==> config.mk <==
export PLATFORM = sky130hd
export DESIGN_NAME = ccr_flag_unit
export DESIGN_NICKNAME = d
export VERILOG_FILES = /design/src/rtl/ccr_flag_pkg.sv /design/src/rtl/ccr_msb_tap.sv /design/src/rtl/ccr_nzvc_eval.sv /design/src/rtl/ccr_state_reg.sv /design/src/rtl/ccr_flag_unit.sv
export SDC_FILE = /design/constraint.sdc
export NUM_CORES = 1
export LEC_CHECK = 0
export BUFFER_PORTS_ARGS = -buffer_cell sky130_fd_sc_hd__buf_2
export CAP_MARGIN = 20
export CORE_UTILIZATION = 34
export CTS_CLUSTER_SIZE = 8
export DETAILED_ROUTE_END_ITERATION = 8
export PLACE_DENSITY = 0.88
export SYNTH_ARGS = -nofsm -noshare
export SYNTH_HDL_FRONTEND = slang
export SYNTH_HIERARCHICAL = 1
export SYNTH_SLANG_ARGS = --single-unit
==> constraint.sdc <==
create_clock -name clk -period 3.29 [get_ports clk]
set_clock_uncertainty 0.1 [all_clocks]
set_input_delay 0.1645 -clock clk [delete_from_list [all_inputs] [get_ports clk]]
set_output_delay 0.1645 -clock clk [all_outputs]
set_load 0.02 [all_outputs]
==> src/rtl/ccr_flag_pkg.sv <==
package ccr_flag_pkg;

   localparam int CCR_W = 8;

   localparam int FB_C = 0;
   localparam int FB_V = 1;
   localparam int FB_Z = 2;
   localparam int FB_N = 3;
   localparam int FB_I = 4;
   localparam int FB_H = 5;
   localparam int FB_X = 6;
   localparam int FB_S = 7;

   typedef enum logic [1:0] {
      OPC_ADD   = 2'd0,
      OPC_SUB   = 2'd1,
      OPC_TEST  = 2'd2,
      OPC_SHIFT = 2'd3
   } opc_e;

   typedef struct packed {
      logic a;
      logic b;
      logic r;
      logic zero;
   } tap_t;

   typedef struct packed {
      logic n;
      logic z;
      logic v;
      logic c;
   } nzvc_t;

endpackage

==> src/rtl/ccr_msb_tap.sv <==
module ccr_msb_tap
   import ccr_flag_pkg::*;
#(
   parameter int DATA_W   = 16,
   parameter int NARROW_W = 8
) (
   input  logic [DATA_W-1:0] opa,
   input  logic [DATA_W-1:0] opb,
   input  logic [DATA_W-1:0] res,
   input  logic              wide,
   output tap_t              tap
);

   localparam int HI_W = DATA_W - 1;
   localparam int HI_N = NARROW_W - 1;

   logic zero_wide;
   logic zero_narrow;

   assign zero_wide   = (res == '0);
   assign zero_narrow = (res[HI_N:0] == '0);

   assign tap.a    = wide ? opa[HI_W] : opa[HI_N];
   assign tap.b    = wide ? opb[HI_W] : opb[HI_N];
   assign tap.r    = wide ? res[HI_W] : res[HI_N];
   assign tap.zero = wide ? zero_wide : zero_narrow;

endmodule

==> src/rtl/ccr_nzvc_eval.sv <==
module ccr_nzvc_eval
   import ccr_flag_pkg::*;
(
   input  opc_e  opc,
   input  tap_t  tap,
   input  logic  c_now,
   output nzvc_t flg
);

   always_comb begin
      flg.n = tap.r;
      flg.z = tap.zero;
      flg.v = 1'b0;
      flg.c = c_now;
      unique case (opc)
         OPC_ADD: begin
            flg.c = (tap.a & tap.b) | (tap.b & ~tap.r) | (tap.a & ~tap.r);
            flg.v = (tap.a & tap.b & ~tap.r) | (~tap.a & ~tap.b & tap.r);
         end
         OPC_SUB: begin
            flg.c = (~tap.a & tap.b) | (tap.b & tap.r) | (~tap.a & tap.r);
            flg.v = (tap.a & ~tap.b & ~tap.r) | (~tap.a & tap.b & tap.r);
         end
         OPC_TEST: begin
            flg.v = 1'b0;
         end
         OPC_SHIFT: begin
            flg.v = tap.r ^ c_now;
         end
         default: begin
            flg.v = 1'b0;
         end
      endcase
   end

endmodule

==> src/rtl/ccr_state_reg.sv <==
module ccr_state_reg
   import ccr_flag_pkg::*;
#(
   parameter logic [CCR_W-1:0] RST_VAL = 8'hD0
) (
   input  logic             clk,
   input  logic             rst,
   input  logic             load_en,
   input  logic [CCR_W-1:0] load_val,
   input  logic             upd_en,
   input  nzvc_t            flg,
   input  logic             bit_en,
   input  logic [CCR_W-1:0] bit_mask,
   input  logic             bit_val,
   output logic [CCR_W-1:0] ccr_q
);

   logic [CCR_W-1:0] upd_val;
   logic [CCR_W-1:0] nxt;

   for (genvar i = 0; i < CCR_W; i++) begin : g_bit
      if (i == FB_N) begin : g_n
         assign upd_val[i] = flg.n;
      end else if (i == FB_Z) begin : g_z
         assign upd_val[i] = flg.z;
      end else if (i == FB_V) begin : g_v
         assign upd_val[i] = flg.v;
      end else if (i == FB_C) begin : g_c
         assign upd_val[i] = flg.c;
      end else begin : g_store
         assign upd_val[i] = ccr_q[i];
      end

      always_comb begin
         if (load_en) begin
            nxt[i] = load_val[i];
         end else if (upd_en) begin
            nxt[i] = upd_val[i];
         end else if (bit_en && bit_mask[i]) begin
            nxt[i] = bit_val;
         end else begin
            nxt[i] = ccr_q[i];
         end
      end
   end

   always_ff @(posedge clk) begin
      if (rst) begin
         ccr_q <= RST_VAL;
      end else begin
         ccr_q <= nxt;
      end
   end

endmodule

==> src/rtl/ccr_flag_unit.sv <==
module ccr_flag_unit
   import ccr_flag_pkg::*;
#(
   parameter int               DATA_W   = 16,
   parameter int               NARROW_W = 8,
   parameter logic [CCR_W-1:0] RST_VAL  = 8'hD0
) (
   input  logic              clk,
   input  logic              rst,
   input  logic              load_en,
   input  logic [CCR_W-1:0]  load_val,
   input  logic              upd_en,
   input  logic [1:0]        opc,
   input  logic              wide,
   input  logic [DATA_W-1:0] opa,
   input  logic [DATA_W-1:0] opb,
   input  logic [DATA_W-1:0] res,
   input  logic              bit_en,
   input  logic [CCR_W-1:0]  bit_mask,
   input  logic              bit_val,
   output logic [CCR_W-1:0]  ccr_q
);

   if (NARROW_W < 2) begin : g_bad_narrow
      $error("NARROW_W must be at least 2");
   end
   if (NARROW_W > DATA_W) begin : g_bad_order
      $error("NARROW_W must not exceed DATA_W");
   end

   tap_t  tap;
   nzvc_t flg;
   opc_e  opc_t;

   assign opc_t = opc_e'(opc);

   ccr_msb_tap #(
      .DATA_W  (DATA_W),
      .NARROW_W(NARROW_W)
   ) u_tap (
      .opa (opa),
      .opb (opb),
      .res (res),
      .wide(wide),
      .tap (tap)
   );

   ccr_nzvc_eval u_eval (
      .opc  (opc_t),
      .tap  (tap),
      .c_now(ccr_q[FB_C]),
      .flg  (flg)
   );

   ccr_state_reg #(
      .RST_VAL(RST_VAL)
   ) u_reg (
      .clk     (clk),
      .rst     (rst),
      .load_en (load_en),
      .load_val(load_val),
      .upd_en  (upd_en),
      .flg     (flg),
      .bit_en  (bit_en),
      .bit_mask(bit_mask),
      .bit_val (bit_val),
      .ccr_q   (ccr_q)
   );

endmodule

==> results.toml, run 1 <==
[clocking]
cts.sinks = 8
cts_setup_buffers = 0
cts_tree = "done"
clk_pin_slew_ns = 0.05
cts_hold_buffers = 0
cts_resized = 0
clk_latency_ns = 0.25
cts_buffers = 3
cts_buffer_depth = 2
cts_max_level = 1
clock_tree.root_cell = "clkbuf_4"

[layout]
diodes = 0
post-route-util = 0.528
largest_register_ffs = 8
regMostFlops = "u_reg/ccr_q"
final_common_cell = "buf_2"
num-fill-cells = 175
reg_top3 = "u_reg/ccr_q x8"
fin_cells = 152
drive_above_1_share = 0.496
final_cell_mix = "buf_2 (52), dfxtp_1 (8), nand2_1 (6), mux2i_1 (6)"
design_area_sq_um = 921
area_growth_pct = 43.2
nets = 202

[placement]
port-buffer-count = 52
dpl_cell_area_sq_um = 898
dpl.cell_count = 149
place_congestion = 0.709
dp_hpwl_um = 1580

[timing]
max-slew-margin-rel = 0.769
hold_viol = 0
worstMarginPinSlew_ns = 0.345
setup_tns_ns = 0
setup_viol = 0
fmax_ghz = 0.639
min_period_ns = 1.56
slew_violations = 0
rsz0062_at_grt = "no"
layout_worst_path_cycle_share = 0.476

[setup_path]
critPathMaxFanout = 7
cp-end-kind = "flip-flop"
cp-start-kind = "input pin"
crit_path_top_delay_cell = "mux2_2"
worstPathRequired_ns = 3.31
critPathKind = "in -> reg"
max_stage_delay_ns = 0.40
arrival_ns = 1.58
cp_top_family = "compound AO/OA/AOI/OAI gates"
crit_chain = "buf_2, mux2_2, nor2b_1, a2111oi_2, o21ai_1, o21ai_0, o22ai_1"
critPathBufInv = 1

[logic_synthesis]
ys_ff_latch = 8
yosys_warnings = 6
syn_area_sq_um = 643
synthCells = 77
synth_area_leaders = "dfxtp_1 (25%), mux2i_1 (9.3%), mux2_2 (5.3%), a2111oi_2 (4.7%), nand3b_1 (4.7%)"
synth.distinct_cells = 28
yosysSeqAreaShare = 0.249
syn_avg_cell_area_sq_um = 8.35
yosys.area.top_type = "dfxtp_1"
synth_top_area_share = 0.249
syn_nets = 150

[grt]
grt_max_degree = 12
antenna_found_initial = 0
grt_pass1_wl_um = 3150
first_global_vias = 805
grt_use_total = 0.210
grt_overflow = 0

[power_and_ir_drop]
p_leak_nw = 0.448
powerDensity_nw_per_um2 = 303
peakVddDrop_mv = 0.133

[drt]
via_per_inst = 5.22
wl_um = 1910
drc = 0
final_antenna_net_count = 0
wl_per_cell_um = 12.6
first_pass_iters = 5
via_count = 794
drt-initial-drc-count = 13

[die]
start_util = 0.368
coreArea_sq_um = 1750
die_h_um = 45.5
ioPinCount = 81
rows = 15
die_w_um = 45.5
dieArea_sq_um = 2070

[min_path]
worstHoldPathType = "in -> reg"

[run_status]
status = "finished, final reports clean"

[run]
drv_cap = 0
==> worst reg2reg max path, delay by kind of cell (launching register included) <==
family	cells	cell delay [ns]
flip-flops	1	0.39
AO/OA/AOI/OAI	3	0.30
XOR/XNOR	1	0.19
AND/OR/NAND/NOR	1	0.10
==> routing by layer <==
| metal | vias to the layer above | track usage | wire, um |
|---|---|---|---|
| met4 | 0 | 0.0545 | 12 |
| met3 | 4 | 0.0397 | 140 |
| met2 | 38 | 0.420 | 1010 |
| li1 | 390 | - | - |
| met5 | - | 0 | 0 |
| met1 | 362 | 0.215 | 752 |
==> cell type report <==
cell class	count	area, sq um	area share
Tap cell	25	31.3	0.0340
Multi-Input combinational cell	61	435	0.473
Sequential cell	8	160	0.174
Clock buffer	3	22.5	0.0245
Timing Repair Buffer	52	260	0.283
Inverter	3	11.3	0.0122
==> path summary, 6_finish.rpt <==
path / startpoint / end / slack (ns) / cells past startpoint
worst max-delay path: wide / u_reg/ccr_q[0] / 1.73 / 7
worst min-delay path: load_val[7] / u_reg/ccr_q[7] / 0.06 / 3
worst max register to register: u_reg/ccr_q[0] / u_reg/ccr_q[1] / 2.14 / 5
worst min register to register: u_reg/ccr_q[2] / u_reg/ccr_q[2] / 0.38 / 1
==> through the flow <==
| step | total power, mW | hold WS (ns) | setup slack (ns) |
|---|---|---|---|
| 2_1_floorplan | 0.164 | 0.178 | 1.76 |
| 4_1_cts | 0.280 | 0.0631 | 1.73 |
| 5_1_grt | 0.300 | 0.0694 | 1.61 |
| 3_3_place_gp | 0.202 | 0.307 | 1.53 |
| 3_5_place_dp | 0.206 | 0.317 | 1.48 |
| 6_report | 0.279 | 0.0615 | 1.73 |
==> logic make-up (layout without fill, tap and decap cells) <==
| group | count (synthesis) | after routing | synth area share |
|---|---|---|---|
| buffers and inverters | 8 | 58 | 0.0739 |
| and+or+nand+nor | 26 | 26 | 0.235 |
| DFF | 8 | 8 | 0.249 |
| muxes | 9 | 9 | 0.146 |
| AOI/OAI and AO/OA | 24 | 24 | 0.269 |
| xor gates and xnor gates | 2 | 2 | 0.0272 |
==> synth_stat cells, drive strengths merged <==
| library cell | n |
|---|---|
| a21oi | 5 |
| a21boi | 3 |
| nor2 | 4 |
| buf | 5 |
| nand2 | 6 |
| nand2b | 1 |
| nor3b | 2 |
| nand3b | 4 |
| o22ai | 3 |
| and3 | 1 |
| inv | 3 |
| nor4 | 4 |
| a31o | 1 |
| a211oi | 1 |
| a311oi | 3 |
| mux2 | 3 |
| xor2 | 2 |
| dfxtp | 8 |
| mux2i | 6 |
| nand3 | 1 |
| a2111oi | 2 |
| o21ai | 6 |
| nor2b | 3 |
==> where the power goes <==
part / internal (mW) / switching (mW) / leakage [nW]
registers: 0.104 / 0.00393 / 0.0664
logic: 0.0467 / 0.0491 / 0.367
clock network: 0.0417 / 0.0331 / 0.0138
total: 0.193 / 0.0862 / 0.448
Note: power is estimated with default switching activity, not from simulation.
==> run 2, diff against run 1 <==
Settings changed: CORE_UTILIZATION 34 to 31, PLACE_DENSITY 0.88 to 0.81.
Clock period 3.29 ns to 1.5 ns, I/O delays scaled along.
==> results.toml, run 2 (synthesis gave the netlist of run 1 again) <==
[setup_path]
cp-start-kind = "input pin"
critPathBufInv = 1
max_stage_delay_ns = 0.36
arrival_ns = 1.41
critPathKind = "in -> reg"
crit_top_cell = "o21ai_1"
crit_cells = 7
worstPathRequired_ns = 1.52
critPathMaxFanout = 4
cp-end-kind = "flip-flop"
crit_path_top_delay_cell = "mux2_2"
cp_top_family = "compound AO/OA/AOI/OAI gates"
crit_chain = "buf_2, mux2_2, and3_2, a2111oi_4, o21ai_1, o21ai_1, o22ai_1"
reg2reg_depth = 3

[clocking]
cts_max_level = 1
cts.sinks = 8
cts_buffers = 3
cts_tree = "done"
clock_tree.root_cell = "clkbuf_4"
clk_pin_slew_ns = 0.05
cts_buffer_depth = 2
clk_latency_ns = 0.25
cts_setup_buffers = 0

[grt]
use_met2 = 0.384
grt_util_met3 = 0.0113
busiest_layer = "met2"
first_global_vias = 754
grt_use_total = 0.187
grt_overflow = 0
grt_max_degree = 12
antenna_found_initial = 0
grtUsageMet1 = 0.183
grt_pass1_wl_um = 2930

[timing]
slew_violations = 0
fmax_ghz = 0.723
min_period_ns = 1.38
setup_viol = 0
worstMarginPinSlew_ns = 0.397
layout_worst_path_cycle_share = 0.922
hold_viol = 0
rsz0062_at_grt = "no"
max-slew-margin-rel = 0.735

[power_and_ir_drop]
powerDensity_nw_per_um2 = 623
p_leak_nw = 0.491
peakVddDrop_mv = 0.272
p_total_uw = 640

[layout]
nets = 211
reg_top3 = "u_reg/ccr_q x8"
design_area_sq_um = 1030
largest_register_ffs = 8
diodes = 0
final_common_cell = "buf_2"
regMostFlops = "u_reg/ccr_q"
final_cell_mix = "buf_2 (52), dfxtp_1 (8), dlygate4sd3_1 (7)"
area_growth_pct = 59.5
drive_above_1_share = 0.485
num-fill-cells = 197
post-route-util = 0.523
layout.area.seq_sq_um = 160
multiInputGateArea_sq_um = 453

[die]
die_w_um = 47.5
ioPinCount = 81
dieArea_sq_um = 2260
rows = 16
coreArea_sq_um = 1960
die_h_um = 47.5
start_util = 0.328

[placement]
dpl_cell_area_sq_um = 916
port-buffer-count = 52
dp_hpwl_um = 1460
place_congestion = 0.778

[run_status]
status = "finished, final reports clean"

[drt]
final_antenna_net_count = 0
wl_per_cell_um = 12.7
via_per_inst = 4.98
via_count = 812
drc = 0
drt-initial-drc-count = 15
wl_um = 2080
first_pass_iters = 4

[min_path]
worstHoldPathType = "in -> reg"
holdPathStages = 2

[run]
drv_cap = 0
run 2: final timing paths:
kind | start | to | slack [ns]
worst min register to register | u_reg/ccr_q[2] | u_reg/ccr_q[2] | 0.38
worst min-delay path | rst | u_reg/ccr_q[1] | 0.03
worst max-delay path | wide | u_reg/ccr_q[0] | 0.12
worst max register to register | u_reg/ccr_q[0] | u_reg/ccr_q[0] | 0.42
run 2: per-layer routing:
metal / vias up / part of all wire
li1: 407 / -
met1: 367 / 0.40
met2: 36 / 0.53
met3: 2 / 0.067
met4: 0 / 0.0038
met5: - / 0
run 2: area by class of cell:
type                    instances  area share
repair buffers                 61       0.337
flip-flops and latches          8       0.156
clock buffers                   3      0.0220
well taps                      27      0.0329
multi-input cells              61       0.441
inverters                       3      0.0110
run 2: metrics by stage:
stage	hold WS, ns	setup slack (ns)	instances	setup TNS, ns
2_1_floorplan	0.0888	0.0606	77	0
3_3_place_gp	0.219	-0.0767	153	-0.0767
3_5_place_dp	0.240	-0.136	153	-0.136
4_1_cts	0.0218	0.129	163	0
5_1_grt	0.0451	0.0181	163	0
6_report	0.0318	0.117	163	0
run 2: repair_timing:
item                                    in CTS  in global routing
hold endpoints to repair                     7                  0
hold buffers                                 7                  0
endpoints found under the setup margin       0                  1
resized for setup                            0                  3
run 2: worst reg2reg max path, stage by stage, from the launching register on:
cell	delay, ns
dfxtp_1	0.34
a21boi_0	0.13
a311oi_1	0.26
o22ai_1	0.12
run 2: power breakdown:
group          total (mW)  switching, mW  leakage, nW  internal [mW]
clock network       0.163         0.0711       0.0138         0.0914
registers           0.238        0.00905       0.0664          0.229
logic               0.239          0.117        0.410          0.123
total               0.640          0.197        0.491          0.443
==> run 3, diff against run 2 <==
Settings changed: CTS_BUF_LIST set to sky130_fd_sc_hd__clkbuf_16.
==> results.toml, run 3 (synthesis gave the netlist of run 1 again) <==
[clocking]
cts_setup_buffers = 0
clk_latency_ns = 0.23
cts_max_level = 1
cts_buffers = 3
cts.sinks = 8
clk_pin_slew_ns = 0.04
clock_tree.root_cell = "clkbuf_16"
cts_tree = "done"
cts_buffer_depth = 2

[grt]
antenna_found_initial = 0
grt_use_total = 0.175
grt_pass1_wl_um = 2740
first_global_vias = 694
grt_overflow = 0
grt_max_degree = 12

[placement]
dp_hpwl_um = 1460
place_congestion = 0.778
port-buffer-count = 52
preCtsSetupSlack_ns = -0.136

[timing]
slew_violations = 0
max-slew-margin-rel = 0.735
worst_slack_ns = 0.103
fmax_ghz = 0.716
setup_viol = 0
hold_viol = 0
min_period_ns = 1.40
layout_worst_path_cycle_share = 0.931
worstMarginPinSlew_ns = 0.396

[drt]
via_count = 794
wl_per_cell_um = 12.5
final_antenna_net_count = 0
via_per_inst = 5.09
drt-initial-drc-count = 16
drc = 0
first_pass_iters = 4
wl_um = 1950

[min_path]
worstHoldPathType = "in -> reg"
hp-start = "load_val[4]"
holdPathStages = 3
holdPathEnd = "u_reg/ccr_q[4]"

[die]
die_w_um = 47.5
ioPinCount = 81
die_h_um = 47.5
coreArea_sq_um = 1960
rows = 16
start_util = 0.328
dieArea_sq_um = 2260

[setup_path]
arrival_ns = 1.40
rrSetupSlack_ns = 0.41
cp-start-kind = "input pin"
reg2reg_depth = 5
critPathMaxFanout = 4
reg2reg_to = "u_reg/ccr_q[1]"
cp-end-kind = "flip-flop"
worstPathRequired_ns = 1.51
timing.rr.start = "u_reg/ccr_q[0]"
critPathKind = "in -> reg"

[layout]
final_common_cell = "buf_2"
largest_register_ffs = 8
diodes = 0
regMostFlops = "u_reg/ccr_q"
nets = 204
drive_above_1_share = 0.512
final_cell_mix = "buf_2 (52), dfxtp_1 (8), nand2_1 (6), mux2i_1 (6)"
area_growth_pct = 56.8
post-route-util = 0.514
reg_top3 = "u_reg/ccr_q x8"

[power_and_ir_drop]
p_leak_nw = 0.485
powerDensity_nw_per_um2 = 905
peakVddDrop_mv = 0.481

[run]
drv_cap = 0

[run_status]
status = "finished, final reports clean"
==> run 3: cell types whose count changed in the layout (fill, tap and decap cells not counted) <==
cell           delta
clkbuf_16         +3
dlygate4sd3_1     -7
clkbuf_4          -3
==> run 3: report_power, final <==
group / internal (mW) / total [mW] / switching (mW)
clock network: 0.344 / 0.450 / 0.106
registers: 0.230 / 0.239 / 0.00922
logic: 0.111 / 0.223 / 0.113
total: 0.685 / 0.913 / 0.228
==> run 3: stage by stage <==
step                instance area [sq um]  cells  setup TNS (ns)  power (mW)  hold slack [ns]
floorplan                             643     77               0       0.359           0.0888
global placement                      916    153         -0.0767       0.447            0.219
detailed placement                    916    153          -0.136       0.455            0.240
CTS                                   991    156               0       0.908          0.00197
global route                         1010    156         -0.0111       0.957           0.0263
finish                               1010    156               0       0.913         0.000863
==> run 3: repair_timing <==
action	in CTS	in global routing
hold buffers	0	0
setup endpoints to repair	0	1
gates resized for setup	0	3
endpoints found under the hold margin	0	0
==> run 3: area by class of cell <==
class | instances | area [sq um]
flip-flops and latches | 8 | 160
multi-input cells | 61 | 453
fillers | 204 | 953
repair buffers | 54 | 275
inverters | 3 | 11.3
well taps | 27 | 33.8
clock buffers | 3 | 75.1
==> run 3: routing by layer <==
metal  global-route usage  up-vias  wire length, um
met1                0.187      349              793
met3               0.0226        2              161
met5                    0        -                0
met2                0.329       51              987
li1                     -      392                -
met4                0.100        0               11
==> run 3: critical path, cell delays in order <==
cell	delay (ns)
buf_2	0.12
mux2_2	0.36
and3_2	0.22
a2111oi_4	0.32
o21ai_1	0.09
o21ai_1	0.12
o22ai_1	0.08
==> run 3: how the worst max path moves through the flow <==
stage	from	to	slack (ns)	cells after the start
5_1_grt	wide	u_reg/ccr_q[0]	-0.01	8
4_1_cts	wide	u_reg/ccr_q[0]	0.1	7
2_1_floorplan	wide	u_reg/ccr_q[0]	0.06	6
6_report	wide	u_reg/ccr_q[0]	0.10	7
3_3_place_gp	wide	u_reg/ccr_q[0]	-0.08	7
3_5_place_dp	wide	u_reg/ccr_q[0]	-0.14	7
